--- config.mk ---
export PLATFORM = sky130hd
export DESIGN_NAME = pci_inquire_filter
export DESIGN_NICKNAME = d
export VERILOG_FILES = /design/src/rtl/pif_pkg.sv /design/src/rtl/pif_region_dec.sv /design/src/rtl/pif_line_filter.sv /design/src/rtl/pif_snoop_ctl.sv /design/src/rtl/pci_inquire_filter.sv
export SDC_FILE = /design/constraint.sdc
export NUM_CORES = 1
export LEC_CHECK = 0
export BUFFER_PORTS_ARGS = -buffer_cell sky130_fd_sc_hd__buf_2
export CELL_PAD_IN_SITES_DETAIL_PLACEMENT = 0
export CELL_PAD_IN_SITES_GLOBAL_PLACEMENT = 1
export CORE_ASPECT_RATIO = 1.1
export CORE_MARGIN = 2
export CORE_UTILIZATION = 43
export DETAILED_ROUTE_END_ITERATION = 10
export PLACE_DENSITY = 0.89
export SLEW_MARGIN = 10
export SYNTH_ARGS = -nofsm -noshare
export SYNTH_HDL_FRONTEND = slang
export SYNTH_SLANG_ARGS = --single-unit
export TNS_END_PERCENT = 20
--- constraint.sdc ---
create_clock -name clk -period 4.3 [get_ports clk]
set_input_delay 0.43 -clock clk [delete_from_list [all_inputs] [get_ports clk]]
set_output_delay 0.43 -clock clk [all_outputs]
set_load 0.02 [all_outputs]
--- src/rtl/pif_pkg.sv ---
package pif_pkg;

    // Number of shadow windows inside the legacy hole
    localparam int SHD_N = 2;

    // Window bases and sizes (bytes); index is the configuration bit position
    localparam logic [31:0] SHD_BASE [SHD_N] = '{32'h000C_0000, 32'h000E_0000};
    localparam logic [31:0] SHD_SIZE [SHD_N] = '{32'h0000_8000, 32'h0001_0000};

    // Legacy hole, never cacheable as ordinary memory
    localparam logic [31:0] HOLE_LO = 32'h000A_0000;
    localparam logic [31:0] HOLE_HI = 32'h0010_0000;

    typedef enum logic {
        SNP_IDLE = 1'b0,
        SNP_WAIT = 1'b1
    } snp_state_e;

endpackage

--- src/rtl/pif_region_dec.sv ---
module pif_region_dec
    import pif_pkg::*;
#(
    parameter int ADDR_W = 32
) (
    input  logic [ADDR_W-1:0] addr_i,
    input  logic [ADDR_W-1:0] limit_i,
    output logic [SHD_N-1:0]  win_o,
    output logic              main_o
);

    logic in_hole;

    // One comparator pair per shadow window
    generate
        for (genvar g = 0; g < SHD_N; g++) begin : g_win
            assign win_o[g] = (addr_i >= ADDR_W'(SHD_BASE[g])) &&
                              (addr_i <  ADDR_W'(SHD_BASE[g] + SHD_SIZE[g]));
        end
    endgenerate

    assign in_hole = (addr_i >= ADDR_W'(HOLE_LO)) && (addr_i < ADDR_W'(HOLE_HI));
    assign main_o  = !in_hole && (addr_i < limit_i);

endmodule

--- src/rtl/pif_line_filter.sv ---
module pif_line_filter #(
    parameter int LINE_W = 27,
    parameter int CFG_W  = 36
) (
    input  logic              clk,
    input  logic              rst_n,
    input  logic [LINE_W-1:0] query_line_i,
    input  logic              store_i,
    input  logic [LINE_W-1:0] store_line_i,
    input  logic              inval_i,
    input  logic [LINE_W-1:0] inval_line_i,
    input  logic [CFG_W-1:0]  cfg_i,
    output logic              hit_o
);

    typedef struct packed {
        logic              valid;
        logic [LINE_W-1:0] line;
        logic [CFG_W-1:0]  snap;
        logic              primed;
    } flt_t;

    flt_t flt_d, flt_q;
    logic cfg_chg;

    always_comb begin
        flt_d        = flt_q;
        cfg_chg      = flt_q.primed && (cfg_i != flt_q.snap);
        flt_d.primed = 1'b1;
        flt_d.snap   = cfg_i;
        if (store_i) begin
            flt_d.valid = 1'b1;
            flt_d.line  = store_line_i;
        end
        if (inval_i && (inval_line_i == flt_d.line)) begin
            flt_d.valid = 1'b0;
        end
        if (cfg_chg) begin
            flt_d.valid = 1'b0;
        end
    end

    always_ff @(posedge clk or negedge rst_n) begin
        if (!rst_n) flt_q <= '0;
        else        flt_q <= flt_d;
    end

    assign hit_o = flt_q.valid && (query_line_i == flt_q.line);


    cfg_flush_chk: assert property (@(posedge clk) disable iff (!rst_n)
        cfg_chg |=> !flt_q.valid);

endmodule

--- src/rtl/pif_snoop_ctl.sv ---
module pif_snoop_ctl
    import pif_pkg::*;
#(
    parameter int ADDR_W   = 32,
    parameter int LINE_OFS = 5
) (
    input  logic              clk,
    input  logic              rst_n,
    input  logic              issue_i,
    input  logic              block_i,
    input  logic [ADDR_W-1:0] line_addr_i,
    input  logic              done_i,
    output logic              strobe_o,
    output logic [ADDR_W-1:0] addr_o,
    output logic              busy_o,
    output logic              blocked_o
);

    typedef struct packed {
        snp_state_e        state;
        logic              strobe;
        logic              blocked;
        logic [ADDR_W-1:0] addr;
    } ctl_t;

    ctl_t ctl_d, ctl_q;

    always_comb begin
        ctl_d         = ctl_q;
        ctl_d.strobe  = 1'b0;
        ctl_d.blocked = block_i;
        unique case (ctl_q.state)
            SNP_IDLE: begin
                if (issue_i) begin
                    ctl_d.strobe = 1'b1;
                    ctl_d.addr   = line_addr_i;
                    ctl_d.state  = SNP_WAIT;
                end
            end
            SNP_WAIT: begin
                if (done_i) ctl_d.state = SNP_IDLE;
            end
            default: ctl_d.state = SNP_IDLE;
        endcase
    end

    always_ff @(posedge clk or negedge rst_n) begin
        if (!rst_n) ctl_q <= '0;
        else        ctl_q <= ctl_d;
    end

    assign strobe_o  = ctl_q.strobe;
    assign addr_o    = ctl_q.addr;
    assign busy_o    = (ctl_q.state == SNP_WAIT);
    assign blocked_o = ctl_q.blocked;


    strobe_pulse_chk: assert property (@(posedge clk) disable iff (!rst_n)
        strobe_o |=> !strobe_o);

    strobe_aligned_chk: assert property (@(posedge clk) disable iff (!rst_n)
        strobe_o |-> (addr_o[LINE_OFS-1:0] == '0));

    strobe_busy_chk: assert property (@(posedge clk) disable iff (!rst_n)
        strobe_o |-> busy_o);

    busy_release_chk: assert property (@(posedge clk) disable iff (!rst_n)
        (busy_o && done_i) |=> !busy_o);

    block_no_strobe_chk: assert property (@(posedge clk) disable iff (!rst_n)
        blocked_o |-> !strobe_o);

endmodule

--- src/rtl/pci_inquire_filter.sv ---
module pci_inquire_filter
    import pif_pkg::*;
#(
    parameter int ADDR_W   = 32,
    parameter int LINE_OFS = 5,
    localparam int LINE_W  = ADDR_W - LINE_OFS
) (
    input  logic              clk,
    input  logic              rst_n,
    input  logic              pci_req_valid,
    input  logic [ADDR_W-1:0] pci_req_addr,
    input  logic              pci_req_write,
    input  logic              pci_req_mem,
    output logic              pci_busy,
    output logic              pci_blocked,
    output logic              snp_strobe,
    output logic [ADDR_W-1:0] snp_addr,
    input  logic              snp_done,
    input  logic              cpu_rd_valid,
    input  logic [ADDR_W-1:0] cpu_rd_addr,
    output logic              cpu_rd_cacheable,
    input  logic              cpu_wr_valid,
    input  logic [LINE_W-1:0] cpu_wr_line,
    input  logic [ADDR_W-1:0] cfg_cache_limit,
    input  logic [SHD_N-1:0]  cfg_shd_cache,
    input  logic [SHD_N-1:0]  cfg_shd_wprot
);

    localparam int CFG_W = ADDR_W + 2 * SHD_N;

    logic [SHD_N-1:0]  pci_win, cpu_win;
    logic              pci_main, cpu_main;
    logic              pci_cacheable, pci_wprot;
    logic [LINE_W-1:0] pci_line;
    logic              accept, line_hit, issue, block;

    pif_region_dec #(.ADDR_W(ADDR_W)) u_pci_dec (
        .addr_i  (pci_req_addr),
        .limit_i (cfg_cache_limit),
        .win_o   (pci_win),
        .main_o  (pci_main)
    );

    pif_region_dec #(.ADDR_W(ADDR_W)) u_cpu_dec (
        .addr_i  (cpu_rd_addr),
        .limit_i (cfg_cache_limit),
        .win_o   (cpu_win),
        .main_o  (cpu_main)
    );

    assign pci_cacheable    = pci_main || |(pci_win & cfg_shd_cache);
    assign pci_wprot        = |(pci_win & cfg_shd_wprot);
    assign cpu_rd_cacheable = cpu_rd_valid && (cpu_main || |(cpu_win & cfg_shd_cache));

    assign pci_line = pci_req_addr[ADDR_W-1:LINE_OFS];
    assign accept   = pci_req_valid && !pci_busy;
    assign block    = accept && pci_req_mem && pci_req_write && pci_wprot;
    assign issue    = accept && pci_req_mem && pci_cacheable && !block && !line_hit;

    pif_line_filter #(.LINE_W(LINE_W), .CFG_W(CFG_W)) u_filter (
        .clk          (clk),
        .rst_n        (rst_n),
        .query_line_i (pci_line),
        .store_i      (issue),
        .store_line_i (pci_line),
        .inval_i      (cpu_wr_valid),
        .inval_line_i (cpu_wr_line),
        .cfg_i        ({cfg_cache_limit, cfg_shd_cache, cfg_shd_wprot}),
        .hit_o        (line_hit)
    );

    pif_snoop_ctl #(.ADDR_W(ADDR_W), .LINE_OFS(LINE_OFS)) u_ctl (
        .clk         (clk),
        .rst_n       (rst_n),
        .issue_i     (issue),
        .block_i     (block),
        .line_addr_i ({pci_line, {LINE_OFS{1'b0}}}),
        .done_i      (snp_done),
        .strobe_o    (snp_strobe),
        .addr_o      (snp_addr),
        .busy_o      (pci_busy),
        .blocked_o   (pci_blocked)
    );


    rd_gate_chk: assert property (@(posedge clk) disable iff (!rst_n)
        !cpu_rd_valid |-> !cpu_rd_cacheable);

    non_mem_chk: assert property (@(posedge clk) disable iff (!rst_n)
        (accept && !pci_req_mem) |=> !snp_strobe);

    drop_busy_chk: assert property (@(posedge clk) disable iff (!rst_n)
        (pci_busy && !snp_done) |=> !snp_strobe);

endmodule

==> impl_metrics.tcl <==
set metrics [dict create \
    die_area_um2 15000 \
    syn_area_um2 6050 \
    initialDrtViolationCount 423 \
    finalCritPeriodShare_pct 78.6 \
    synth-edff-count 0 \
    boundaryPins 171 \
    htree_levels 3 \
    tightest_slew_ps 763 \
    relSlewSlack_pct 49.1 \
    cts_root_buffer "clkbuf_16" \
    drive_gt1_share_pct 24.3 \
    numClockSinks 95 \
    die_width_um 117 \
    die-height_um 128 \
    met1_length_um 8060 \
    path_class "input pin to flip-flop" \
    maxCapViolCount 0 \
    status "complete, no violations" \
    rsz0062_at_grt "false" \
    drc 0 \
    cp-endpoint "u_filter.flt_q[64]" \
    fmax_mhz 296 \
    required_ps 4530 \
    period_minus_slack_ps 3380 \
    grt_max_degree 60 \
    synth_cells 630 \
    worstSetupStartpoint "cfg_cache_limit[19]" \
    grt-ovfl-total 0 \
    n_antenna_cell 0 \
    fin_util_pct 53.0 \
    async_flop_share_pct 100 \
    track_usage_pct 25.1 \
    reg2reg_to "u_filter.flt_q[64]" \
    post_cts.repair.setup_buffers 0 \
    rr_startpoint "u_filter.flt_q[57]" \
    cts_inserted_buffers 9 \
    routabilityCongestion 1.02 \
    nFillCells 1329 \
    avgSynthCellArea_um2 9.61 \
    place_inst 975 \
    synth_seq_cells 95 \
    finalNetCount 995 \
    clkTransAtPathRegs_ps 70 \
    seq_area_frac_synth_pct 39.3 \
    place_area_um2 7060 \
    cp-start-kind "input pin" \
    fin_area_um2 7310 \
    final-instance-count-excl-fill 989 \
    coreArea_um2 13800 \
    ff_latch_area_um2 2380 \
    p_leak_nw 3.82 \
    start_util_pct 43.9 \
    skew_ps 8.93 \
    antenna_found_initial 0 \
    grt_pass1_wl_um 28000 \
    cts_tree "yes" \
    cellPowerDensity_nw_per_um2 379 \
    syn_to_final_growth_pct 20.8 \
    num_vias 5298 \
    rr_worst_depth 11 \
    critical_path.endpoint_type "flip-flop" \
    crit_fanout 35 \
    multi_input_area_um2 3350 \
    drtAntennaViolNets 0 \
    portBuffers 165 \
    hold_class "input pin to async pin" \
    reg2reg_slack_ps 1380 \
    clockBufferDepth 2 \
    wire_per_inst_um 18.6 \
    synth_flop_cell "dfrtp_1" \
    synth.distinct_cells 64 \
    grt_pass1_vias 5234 \
    setup_viol 0 \
    ctsHoldBuffers 0 \
    hold_viol 0 \
    slew_violations 0 \
    route.met2.wl_um 8420 \
    fp-row-count 45 \
    ir_drop_v 0.000287 \
    clock_latency_ps 360 \
    arrival_ps 3610 \
    cts_resized 0 \
    tns_ps 0 \
    routed_wl_um 18400 \
    synth_warnings 0 \
    dr_wl_met3_um 1350 \
    highest_layer "met4" \
    dr.pass1.iters 5 \
    viasPerCell 5.36 \
    dp_hpwl_um 14900 \
]
## power breakdown
part           internal (W)  switching [W]
clock network      0.000384       0.000335
registers           0.00106       0.000134
logic              0.000363       0.000498
## cells in the final DEF (no fill, tap or decap), types with 3 or more instances in the layout
| cell type | count |
|---|---|
| a221oi_1 | 4 |
| o2bb2ai_1 | 5 |
| a22o_1 | 9 |
| mux2_2 | 5 |
| conb_1 | 6 |
| o21ai_0 | 24 |
| nand3_1 | 8 |
| clkbuf_16 | 9 |
| nor4_1 | 18 |
| nand2_1 | 95 |
| clkbuf_1 | 3 |
| nand4_1 | 24 |
| dfrtp_1 | 95 |
| buf_4 | 3 |
| nor3_1 | 9 |
| buf_2 | 164 |
| a211oi_1 | 4 |
| nor2b_1 | 3 |
| inv_1 | 67 |
| a21oi_1 | 18 |
| xor2_1 | 36 |
| nor2_1 | 8 |
| xnor2_1 | 40 |
| ha_1 | 62 |
| o22ai_1 | 9 |
| mux2_4 | 3 |
| nand2b_1 | 4 |
| a21o_1 | 17 |
## how the worst min path moves through the flow
stage	end	cells after the start	slack, ps	start
CTS	u_filter.flt_q[8]	1	180	rst_n
finish	u_filter.flt_q[28]	1	160	rst_n
global placement	u_ctl.addr_o[17]	2	460	u_ctl.addr_o[17]
global route	u_filter.flt_q[8]	1	220	cfg_cache_limit[3]
detailed placement	u_ctl.addr_o[21]	2	460	u_ctl.addr_o[21]
floorplan	u_ctl.addr_o[10]	0	130	rst_n
## flip-flops by register name (all words and copies together) (netlist names)
name / flops
u_ctl.busy_o: 1
u_ctl.blocked_o: 1
u_ctl.addr_o: 27
u_filter.flt_q: 65
u_ctl.strobe_o: 1
## worst max-delay path, cell delays in order
cell	delay (ps)
buf_2	110
inv_1	80
ha_1	310
a41oi_1	210
o21ai_1	120
or4_1	510
a31oi_1	260
o31a_4	220
nand2_8	160
inv_4	310
mux2_4	330
a311oi_1	210
o2111a_1	240
a31oi_1	80
## stage by stage
stage,total power [W],hold WS (ps),worst slack [ps]
4_1_cts,0.00278,182,932
2_1_floorplan,0.00172,134,1300
6_report,0.00277,158,918
5_1_grt,0.00293,217,765
3_5_place_dp,0.00206,457,568
3_3_place_gp,0.00205,461,740
## final cells by class
class | count | share of cell area, %
repair buffers | 167 | 11.5
inverters | 68 | 3.53
flip-flops and latches | 95 | 32.5
well taps | 188 | 3.22
clock buffers | 12 | 3.23
clock inverters | 2 | 0.137
multi-input cells | 457 | 45.8
## Yosys cell counts, types with 2 or more instances
| master | instances | area (um^2) |
|---|---|---|
| ha_1 | 62 | 776 |
| mux2_1 | 2 | 22.5 |
| nand2b_1 | 4 | 25.0 |
| a21oi_1 | 18 | 90.1 |
| clkbuf_1 | 5 | 18.8 |
| o21ai_1 | 2 | 10.0 |
| nor3b_1 | 2 | 15.0 |
| inv_1 | 67 | 251 |
| nand3_1 | 8 | 40.0 |
| a222oi_1 | 2 | 20.0 |
| o21ai_0 | 24 | 120 |
| or4_1 | 2 | 15.0 |
| mux2_2 | 5 | 56.3 |
| a221oi_1 | 4 | 35.0 |
| a21o_1 | 17 | 128 |
| a22oi_1 | 2 | 15.0 |
| nand2_1 | 95 | 357 |
| a22o_1 | 9 | 78.8 |
| o22ai_1 | 9 | 56.3 |
| nor2_1 | 8 | 30.0 |
| a31oi_1 | 2 | 12.5 |
| xor2_1 | 36 | 315 |
| conb_1 | 2 | 7.51 |
| xnor2_1 | 40 | 350 |
| dfrtp_1 | 95 | 2380 |
| mux2_4 | 3 | 45.0 |
| nor4_1 | 18 | 113 |
| nor2b_1 | 3 | 18.8 |
| a211oi_1 | 4 | 30.0 |
| buf_4 | 5 | 37.5 |
| nor4_2 | 2 | 25.0 |
| buf_2 | 3 | 15.0 |
| mux2i_1 | 2 | 20.0 |
| nor3_1 | 9 | 45.0 |
| and4_1 | 2 | 17.5 |
| o2bb2ai_1 | 5 | 43.8 |
| nand4_1 | 24 | 150 |
| o211ai_1 | 2 | 15.0 |
## kinds of logic (layout without fill, tap and decap cells)
kind of cell / after synthesis / count (layout) / share of synthesized area [%]
simple gates: 184 / 184 / 15.3
compound gates: 117 / 117 / 13.5
flops: 95 / 95 / 39.3
buf+inv: 82 / 249 / 5.62
xor+xnor: 76 / 76 / 11.0
fa+ha+maj: 62 / 62 / 12.8
mux: 12 / 12 / 2.38
other cells: 2 / 6 / 0.124
## layer usage
metal / track usage [%] / vias to the layer above
met5: 0 / -
met4: 10.5 / 0
met3: 4.38 / 39
met2: 39.8 / 218
met1: 33.7 / 2497
li1: - / 2544
Note: power is estimated with default switching activity, not from simulation.
